==> config.mk <==
export PLATFORM = sky130hd
export DESIGN_NAME = br_tgt_calc
export DESIGN_NICKNAME = d
export VERILOG_FILES = /design/src/rtl/br_pkg.sv /design/src/rtl/br_word_asm.sv /design/src/rtl/br_decode.sv /design/src/rtl/br_addr.sv /design/src/rtl/br_tgt_calc.sv
export SDC_FILE = /design/constraint.sdc
export NUM_CORES = 1
export LEC_CHECK = 0
export CORE_ASPECT_RATIO = 1.2
export CORE_MARGIN = 3
export CORE_UTILIZATION = 50
export DETAILED_ROUTE_END_ITERATION = 8
export DONT_BUFFER_PORTS = 1
export GPL_TIMING_DRIVEN = 0
export PLACE_DENSITY = 0.77
export SLEW_MARGIN = 0
export SYNTH_ARGS = -nofsm -noshare
export SYNTH_HDL_FRONTEND = slang
export SYNTH_SLANG_ARGS = --single-unit
==> constraint.sdc <==
create_clock -name clk_i -period 2.44 [get_ports clk_i]
set_input_delay 0.122 -clock clk_i [delete_from_list [all_inputs] [get_ports clk_i]]
set_output_delay 0.122 -clock clk_i [all_outputs]
set_load 0.005 [all_outputs]
==> src/rtl/br_pkg.sv <==
package br_pkg;
  typedef enum logic [2:0] {
    CLS_NONE  = 3'd0,
    CLS_CBR   = 3'd1,
    CLS_BRA   = 3'd2,
    CLS_BSR   = 3'd3,
    CLS_LIT_W = 3'd4,
    CLS_LIT_L = 3'd5,
    CLS_JREG  = 3'd6
  } cls_e;

  typedef struct packed {
    cls_e cls;
    logic cond;
    logic on_true;
    logic delayed;
  } dec_t;
endpackage

==> src/rtl/br_word_asm.sv <==
module br_word_asm #(
  parameter int IW = 16
) (
  input  logic          big_endian_i,
  input  logic [IW-1:0] bytes_i,
  output logic [IW-1:0] word_o
);
  localparam int NB = IW / 8;

  for (genvar i = 0; i < NB; i++) begin : g_byte
    assign word_o[i*8 +: 8] = big_endian_i ? bytes_i[(NB-1-i)*8 +: 8] : bytes_i[i*8 +: 8];
  end
endmodule

==> src/rtl/br_decode.sv <==
module br_decode
  import br_pkg::*;
(
  input  logic [15:0] word_i,
  output dec_t        dec_o
);
  logic [3:0] major, sub;
  logic [7:0] low8;

  assign major = word_i[15:12];
  assign sub   = word_i[11:8];
  assign low8  = word_i[7:0];

  always_comb begin
    dec_o = '{cls: CLS_NONE, cond: 1'b0, on_true: 1'b0, delayed: 1'b0};
    unique case (major)
      4'h8: if (sub[3] && sub[0]) begin
        // sub-codes 9,B,D,F: bit1 selects false, bit2 selects delayed slot
        dec_o.cls     = CLS_CBR;
        dec_o.cond    = 1'b1;
        dec_o.on_true = ~sub[1];
        dec_o.delayed = sub[2];
      end
      4'hA: dec_o.cls = CLS_BRA;
      4'hB: dec_o.cls = CLS_BSR;
      4'h9: dec_o.cls = CLS_LIT_W;
      4'hD: dec_o.cls = CLS_LIT_L;
      4'h4: if (low8 == 8'h2B) dec_o.cls = CLS_JREG;
      default: ;
    endcase
  end
endmodule

==> src/rtl/br_addr.sv <==
module br_addr
  import br_pkg::*;
#(
  parameter int AW = 32
) (
  input  cls_e          cls_i,
  input  logic [11:0]   field_i,
  input  logic [AW-1:0] pc_i,
  input  logic [AW-1:0] rn_val_i,
  output logic [AW-1:0] addr_o
);
  localparam logic [AW-1:0] PC_BIAS = AW'(4);

  logic [AW-1:0] sdisp8, sdisp12, zdisp_w, zdisp_l, pc_w, pc_l, pc_b;

  assign sdisp8  = {{(AW-9){field_i[7]}}, field_i[7:0], 1'b0};
  assign sdisp12 = {{(AW-13){field_i[11]}}, field_i, 1'b0};
  assign zdisp_w = {{(AW-9){1'b0}}, field_i[7:0], 1'b0};
  assign zdisp_l = {{(AW-10){1'b0}}, field_i[7:0], 2'b00};
  assign pc_b    = pc_i + PC_BIAS;
  assign pc_w    = {pc_i[AW-1:1], 1'b0} + PC_BIAS;
  assign pc_l    = {pc_i[AW-1:2], 2'b00} + PC_BIAS;

  always_comb begin
    unique case (cls_i)
      CLS_CBR:          addr_o = pc_b + sdisp8;
      CLS_BRA, CLS_BSR: addr_o = pc_b + sdisp12;
      CLS_LIT_W:        addr_o = pc_w + zdisp_w;
      CLS_LIT_L:        addr_o = pc_l + zdisp_l;
      CLS_JREG:         addr_o = rn_val_i;
      default:          addr_o = '0;
    endcase
  end
endmodule

==> src/rtl/br_tgt_calc.sv <==
module br_tgt_calc
  import br_pkg::*;
#(
  parameter int AW = 32,
  parameter int IW = 16
) (
  input  logic          clk_i,
  input  logic          rst_ni,
  input  logic          valid_i,
  input  logic          big_endian_i,
  input  logic [IW-1:0] instr_bytes_i,
  input  logic [AW-1:0] pc_i,
  input  logic [AW-1:0] rn_val_i,
  output logic [3:0]    reg_sel_o,
  output logic          valid_o,
  output logic [2:0]    class_o,
  output logic          cond_o,
  output logic          on_true_o,
  output logic          delayed_o,
  output logic [AW-1:0] target_o
);
  logic [IW-1:0] word;
  dec_t          dec;
  logic [AW-1:0] addr;

  br_word_asm #(.IW(IW)) u_asm (
    .big_endian_i (big_endian_i),
    .bytes_i      (instr_bytes_i),
    .word_o       (word)
  );

  br_decode u_dec (
    .word_i (word),
    .dec_o  (dec)
  );

  br_addr #(.AW(AW)) u_addr (
    .cls_i    (dec.cls),
    .field_i  (word[11:0]),
    .pc_i     (pc_i),
    .rn_val_i (rn_val_i),
    .addr_o   (addr)
  );

  assign reg_sel_o = word[11:8];

  always_ff @(posedge clk_i or negedge rst_ni) begin
    if (!rst_ni) begin
      valid_o   <= 1'b0;
      class_o   <= '0;
      cond_o    <= 1'b0;
      on_true_o <= 1'b0;
      delayed_o <= 1'b0;
      target_o  <= '0;
    end else begin
      valid_o <= valid_i;
      if (valid_i) begin
        class_o   <= dec.cls;
        cond_o    <= dec.cond;
        on_true_o <= dec.on_true;
        delayed_o <= dec.delayed;
        target_o  <= addr;
      end
    end
  end
endmodule

* Word level (Yosys, flattened, before mapping) *
Index checks and enable logic that the tools add are counted.

word-level totals
  bits of input ports = 84
  latch bits = 0
  memory bits (read-only) = 0
  output and inout port bits = 43
  memories kept = 0
  bits in writable memories = 0
  bits in registers = 39

operators by class
  bitwise operators = 1
  multipliers = 0
  magnitude comparators = 0
  add/subtract/negate cells = 7
  mux-type cells = 7
  reductions and logical operators = 2
  equality and inequality tests = 13
  shift-type cells = 0
  divide/modulo/power cells = 0

operators with widths
  kind                                                                   number
  32-bit case mux with 5 select lines                                    1
  32-bit by 3-bit adder with 32-bit output, second input constant        3
  32-bit adder                                                           2
  32-bit by 10-bit adder with 32-bit output                              1
  32-bit by 9-bit adder with 32-bit output                               1
  4-bit equality test, second input constant                             5
  3-bit case mux with 6 select lines                                     1
  8-bit 2-to-1 mux                                                       2
  3-bit equality test, second input constant                             3
  8-bit by 6-bit equality test with 1-bit output, second input constant  1
  3-bit by 2-bit equality test with 1-bit output, second input constant  2
  3-bit 2-to-1 mux                                                       2
  4-bit by 3-bit equality test with 1-bit output, second input constant  1
  4-bit 2-to-1 mux                                                       1
  3-bit by 1-bit equality test with 1-bit output, second input constant  1
  2-bit OR reduction                                                     1
  1-bit logical AND                                                      1
  1-bit inverter                                                         1

* Depth between registers and ports, before layout *
  depth after elaboration = 7
  mapped depth = 18
  gate-level depth less buffers = 16

* Modules after synthesis *
From an unflattened synthesis, not the netlist that was laid out.

second synthesis, totals
  cell total of the unflattened synthesis = 793
  area, all modules = 6475.0 µm²

by module, submodules not included
  module       area each (µm²)  instances  cells each  seq. area each (µm²)
  br_addr      4600.7           1          679         0.0
  br_tgt_calc  1517.7           1          81          975.9
  br_word_asm  249.0            1          18          0.0
  br_decode    107.6            1          15          0.0

* Least setup slack after synthesis *
No wires, ideal clock.

  path type = input -> register
  start = in big_endian_i
  end = reg target_o[22]
  data required time = 2.309 ns
  data arrival time = 3.518 ns
  setup time = 0.131 ns
  path buffers = 2
  stages = 15
  slack = -1.210 ns
  path through = buf_4 nand4bb_1 nand2_1 nor2_1 nor2_1 ha_1 clkbuf_1 a21o_1 o21a_1 or2_2 or2_0 o22ai_1 xnor2_1 a221oi_1 o21ai_1

on the way
  longest elaborated chain between the ends = 7
  elaborated cells on any way between the ends = 25
  classes of those cells = add/sub: 4; eq/ne: 13; mux: 6; reduce/logical: 2

RTL lines
  element                                                                              RTL line                          RTL
  start, declared                                                                      br_tgt_calc.sv:10                 input logic big_endian_i,
  8-bit 2-to-1 mux                                                                     br_word_asm.sv:11                 assign word_o[i*8 +: 8] = big_endian_i ? bytes_i[(NB-1-i)*8 +: 8] : bytes_i[i*8 +: 8];
  8-bit by 6-bit equality test with 1-bit output or 1-bit logical AND (tied branches)  br_decode.sv:28, br_decode.sv:17
  3-bit 2-to-1 mux or 4-bit 2-to-1 mux (tied branches)                                 br_decode.sv:28, br_decode.sv:17
  3-bit case mux with 6 select lines                                                   br_decode.sv:16                   unique case (major)
  3-bit by 2-bit equality test with 1-bit output                                       br_addr.sv:25                     unique case (cls_i)
  2-bit OR reduction                                                                   br_addr.sv:25
  32-bit case mux with 5 select lines *                                                br_addr.sv:25
  end signal, assigned                                                                 br_tgt_calc.sv:62                 target_o <= addr;
  end, declared                                                                        br_tgt_calc.sv:20                 output logic [AW-1:0] target_o

Every way passes the cells marked *; elsewhere a longest branch is shown, timed or not.
A chain may end at the register's enable or synchronous reset.

* Worst setup path after layout *
  start = in pc_i[12]
  end = reg target_o[30]

on the way
  longest elaborated chain between the ends = 3
  elaborated cells on any way between the ends = 8
  classes of those cells = add/sub: 7; mux: 1

RTL lines
  element                                                                  RTL line                                     RTL
  start, declared                                                          br_tgt_calc.sv:12                            input logic [AW-1:0] pc_i,
  32-bit by 3-bit adder with 32-bit output, on equally long branches       br_addr.sv:22, br_addr.sv:20, br_addr.sv:21
  32-bit by 10-bit adder with 32-bit output, or another cell as far along  br_addr.sv:29                                CLS_LIT_L: addr_o = pc_l + zdisp_l;
  32-bit case mux with 5 select lines *                                    br_addr.sv:25

Marked as above.

==> results.rst <==
.. list-table::
   :header-rows: 1

   * - Metric
     - Value
   * - Outcome
     - complete, but fails checks
   * - Violations in the final reports
     - negative hold slack, negative setup slack
   * - Peak supply drop
     - 0.2704 mV
   * - Setup_tns
     - -11.75 ns
   * - CTS HTree Levels
     - 2
   * - Number of enable flip-flop cells after synthesis
     - 0
   * - Cell breakdown of the critical path
     - buf_4, and4_2, nand2_1, nor3_4, nand2b_1, xnor2_1, ha_2, nand4_1, nor4b_2, and2_1, a21oi_4, xnor2_2, a311o_1
   * - Antenna Diode Count
     - 0
   * - Reported leakage power
     - 3.510 nW
   * - Source-to-sink clock delay at the later pin of the worst-skew pair
     - 0.30 ns
   * - Dpl hpwl
     - 18,240 um
   * - Most frequently used flop master after synthesis
     - sky130_fd_sc_hd__dfrtp_1
   * - Number of distinct standard cells referenced by the synthesized netlist
     - 88
   * - Sequential cell area fraction in the yosys report
     - 15.14%
   * - Area occupied by multi-input gates
     - 6521 um^2
   * - Worst hold slack
     - -0.0008759 ns
   * - Routed vias/inst
     - 7.249
   * - Overall die area
     - 14,290 um^2
   * - Number of nets in the final layout
     - 1,058
   * - Relative slew slack
     - 33.01%
   * - Num CTS Buffers
     - 5
   * - Cells after Synth
     - 826
   * - Type of destination of the critical path
     - flop
   * - Clock skew
     - 0 ns
   * - Clock slew at the register clock pins of the worst setup and hold paths
     - 0.07 ns
   * - DRT antenna net count
     - 0
   * - Sink Count
     - 39
   * - Wire length of the first global-routing pass
     - 40,300 um
   * - Clock root buffer
     - sky130_fd_sc_hd__clkbuf_16
   * - Initial core utilization
     - 52.26%
   * - GR met2 Demand/Resource
     - 60.91%
   * - Clock tree from TritonCTS
     - yes
   * - CTS Buffer Depth
     - 2
   * - Core outline area
     - 12,330 um^2
   * - Power consumption
     - 3.911 mW
   * - Count of fill cells added during filler insertion
     - 811
   * - Final setup violating endpoints
     - 25
   * - Critical-path top delay cell
     - sky130_fd_sc_hd__ha_2
   * - Fraction of layout cells with a size suffix above 1
     - 35.05%
   * - Site Rows
     - 44
   * - Tcrit/Tclk final
     - 128.3%
   * - Critical Path Source Type
     - primary input
   * - Worst hold path class
     - in -> reg
   * - Number of antenna violations at the first check in global routing
     - 0
   * - Count of final hold-check violations
     - 1
   * - Iteration-0 DRC count of the detailed router
     - 865
   * - Count of max-cap constraint violations
     - 0
   * - Met1 GRT Util
     - 41.80%
   * - Post-synthesis area per instance
     - 7.803 um^2
   * - Arrival time at the worst endpoint
     - 3.32 ns
   * - Time the worst path needs with I/O delays and setup
     - 3.131 ns
   * - Detailed-routing iteration count for the pre-antenna-repair pass
     - 5
   * - Highest achievable clock rate
     - 319.4 MHz
   * - Category of the critical setup timing path
     - in -> reg
   * - Height of the die
     - 130.4 um
   * - M3 GR Usage
     - 8.108%
   * - Net count of the mapped netlist
     - 975
   * - Vias in the first global route
     - 7,383
   * - Total wire length
     - 28,800 um
   * - Number of port buffers
     - 0
   * - Fin worst setup slack
     - -0.6908 ns
   * - FFs w/ async S/R, synth
     - 100.0%
   * - Routability congestion estimate from global placement
     - 0.9603
   * - Most used routing layer in global routing
     - met2
   * - Leftover overflow at the end of global routing
     - 0
   * - Largest net degree at the start of global routing
     - 40
   * - DRC violation count after routing
     - 0
   * - Total of flip-flops plus latches after synthesis
     - 39
   * - Combined global-route utilization of all metal layers
     - 36.74%
   * - Unrepaired setup endpoints after global routing
     - true
   * - Growth of design area from synthesis to finish
     - 38.65%
   * - Synth Cell Area
     - 6445 um^2
   * - Required time of the critical path
     - 2.62 ns
   * - Routed WL per cell
     - 26.89 um
   * - Total area of sequential cells
     - 975.9 um^2
   * - Power Dens Cells
     - 437.6 nW/um^2
   * - Die span in x
     - 109.6 um
   * - Peak fanout along the critical path
     - 10
   * - Max-slew violations
     - 0
   * - Synth Warn #
     - 0
   * - Count of pins on the block boundary
     - 127
   * - CP peak stage delay
     - 0.43 ns
   * - Pin slew with the least headroom to its limit
     - 1.005 ns
   * - Total number of vias
     - 7,764
-- flip-flops by register name (all words and copies together), names as in the netlist --
signal and flops:
cond_o 1, valid_o 1, delayed_o 1, class_o 3, target_o 32, on_true_o 1
-- metrics by stage --
| step | area [um^2] | hold slack, ns | setup slack (ns) | util, % | std cells |
|---|---|---|---|---|---|
| 5_1_grt | 8936 | 0.02391 | -0.8207 | 72.46 | 1071 |
| 6_report | 8936 | -0.0008759 | -0.6908 | 72.46 | 1071 |
| 4_1_cts | 8293 | 0.006331 | -0.6112 | 67.25 | 1057 |
| 3_3_place_gp | 6958 | -0.1727 | -1.288 | 56.42 | 987 |
| 3_5_place_dp | 6958 | -0.1729 | -1.325 | 56.42 | 987 |
| 2_1_floorplan | 6756 | -0.1736 | -0.5967 | - | 826 |
-- cell usage after synthesis (all sizes together) (7+ instances only) --
cell type	instances	share of area, %
clkbuf	26	1.5
a221oi	17	2.4
a21oi	50	3.9
xnor2	51	6.9
a31oi	8	0.78
and3	10	0.97
a21o	22	2.6
nand4	12	1.7
o221ai	9	1.2
dfrtp	39	15
nor2	59	3.5
o211ai	7	0.89
ha	62	12
a211oi	10	1.2
nand3	43	3.4
o31ai	7	1.0
o21a	10	1.2
a22oi	10	1.2
nand2	79	4.7
nor3	21	2.0
nor2b	13	1.3
inv	23	1.3
buf	21	1.9
o21ai	43	3.4
mux2	10	1.7
o2bb2ai	12	1.6
o22ai	8	0.78
or3	7	0.68
nand2b	14	1.4
mux2i	8	1.2
xor2	34	4.6
-- cell families after synthesis --
logic type      Yosys count  synth area share [%]
flops                    39                 15.14
mux                      18                 2.990
compound gates          253                 28.19
buf+inv                  70                 4.756
fa+ha+maj                65                 12.97
simple gates            296                 24.40
xor+xnor                 85                 11.55
-- routing by layer --
| metal | up-vias | part of all wire [%] |
|---|---|---|
| met2 | 643 | 45 |
| met1 | 3614 | 33 |
| li1 | 3267 | - |
| met4 | 0 | 10 |
| met5 | - | 0 |
| met3 | 240 | 12 |
-- what timing repair did --
action	4_1_cts	5_1_grt
gates cloned	2	0
endpoints found under the hold margin	41	0
pin swaps	98	64
hold buffers	4	0
resized for setup	126	97
setup endpoints to repair	26	27
buffers inserted	60	18
-- critical path, delay by kind of cell --
family                   cells  cell delay, ns
buffers and inverters        1            0.16
AO/OA/AOI/OAI                2            0.35
XOR/XNOR                     2            0.31
AND/OR/NAND/NOR              7            1.95
adder cells (fa/ha/maj)      1            0.43
-- where the power goes --
group / switching (mW) / internal [mW] / leakage (nW)
clock network: 0.329 / 0.410 / 0.0731
registers: 0.0570 / 0.707 / 0.523
logic: 1.34 / 1.07 / 2.91
-- final timing paths --
path,slack (ns),to,start,cells past startpoint
setup / recovery,-0.69,target_o[30],pc_i[12],13
hold / removal,-0.0009,target_o[7],rn_val_i[7],2
setup reg to reg,1.32,target_o[23],target_o[23],3
hold reg to reg,0.51,target_o[20],target_o[20],1
max in group asynchronous,1.93,target_o[6],rst_ni,2
min in group asynchronous,0.29,delayed_o,rst_ni,2
-- layout by cell type (no fill, tap or decap), drive strengths merged, types with 8 or more instances in the layout --
master / instances
xnor2: 51
and3: 10
dfrtp: 39
o21ai: 43
buf: 98
o2bb2ai: 12
a21o: 22
nor2: 60
nand3: 43
nand2b: 14
inv: 23
o21a: 10
xor2: 34
a211oi: 10
nor2b: 13
a221oi: 17
mux2: 10
mux2i: 8
o22ai: 8
nand2: 79
nor3: 21
clkbuf: 27
a31oi: 8
nand4: 12
o221ai: 9
a21oi: 50
ha: 62
a22oi: 10
-- layout make-up --
class	count	area share, %
buffer	41	2.982
clock buffer	6	1.554
clock inverter	2	0.1820
inverter	23	0.9661
multi-input combinational	718	72.98
sequential	39	10.92
tap	161	2.254
timing repair buffer	81	8.163
Power figures use the tool's default switching activity.
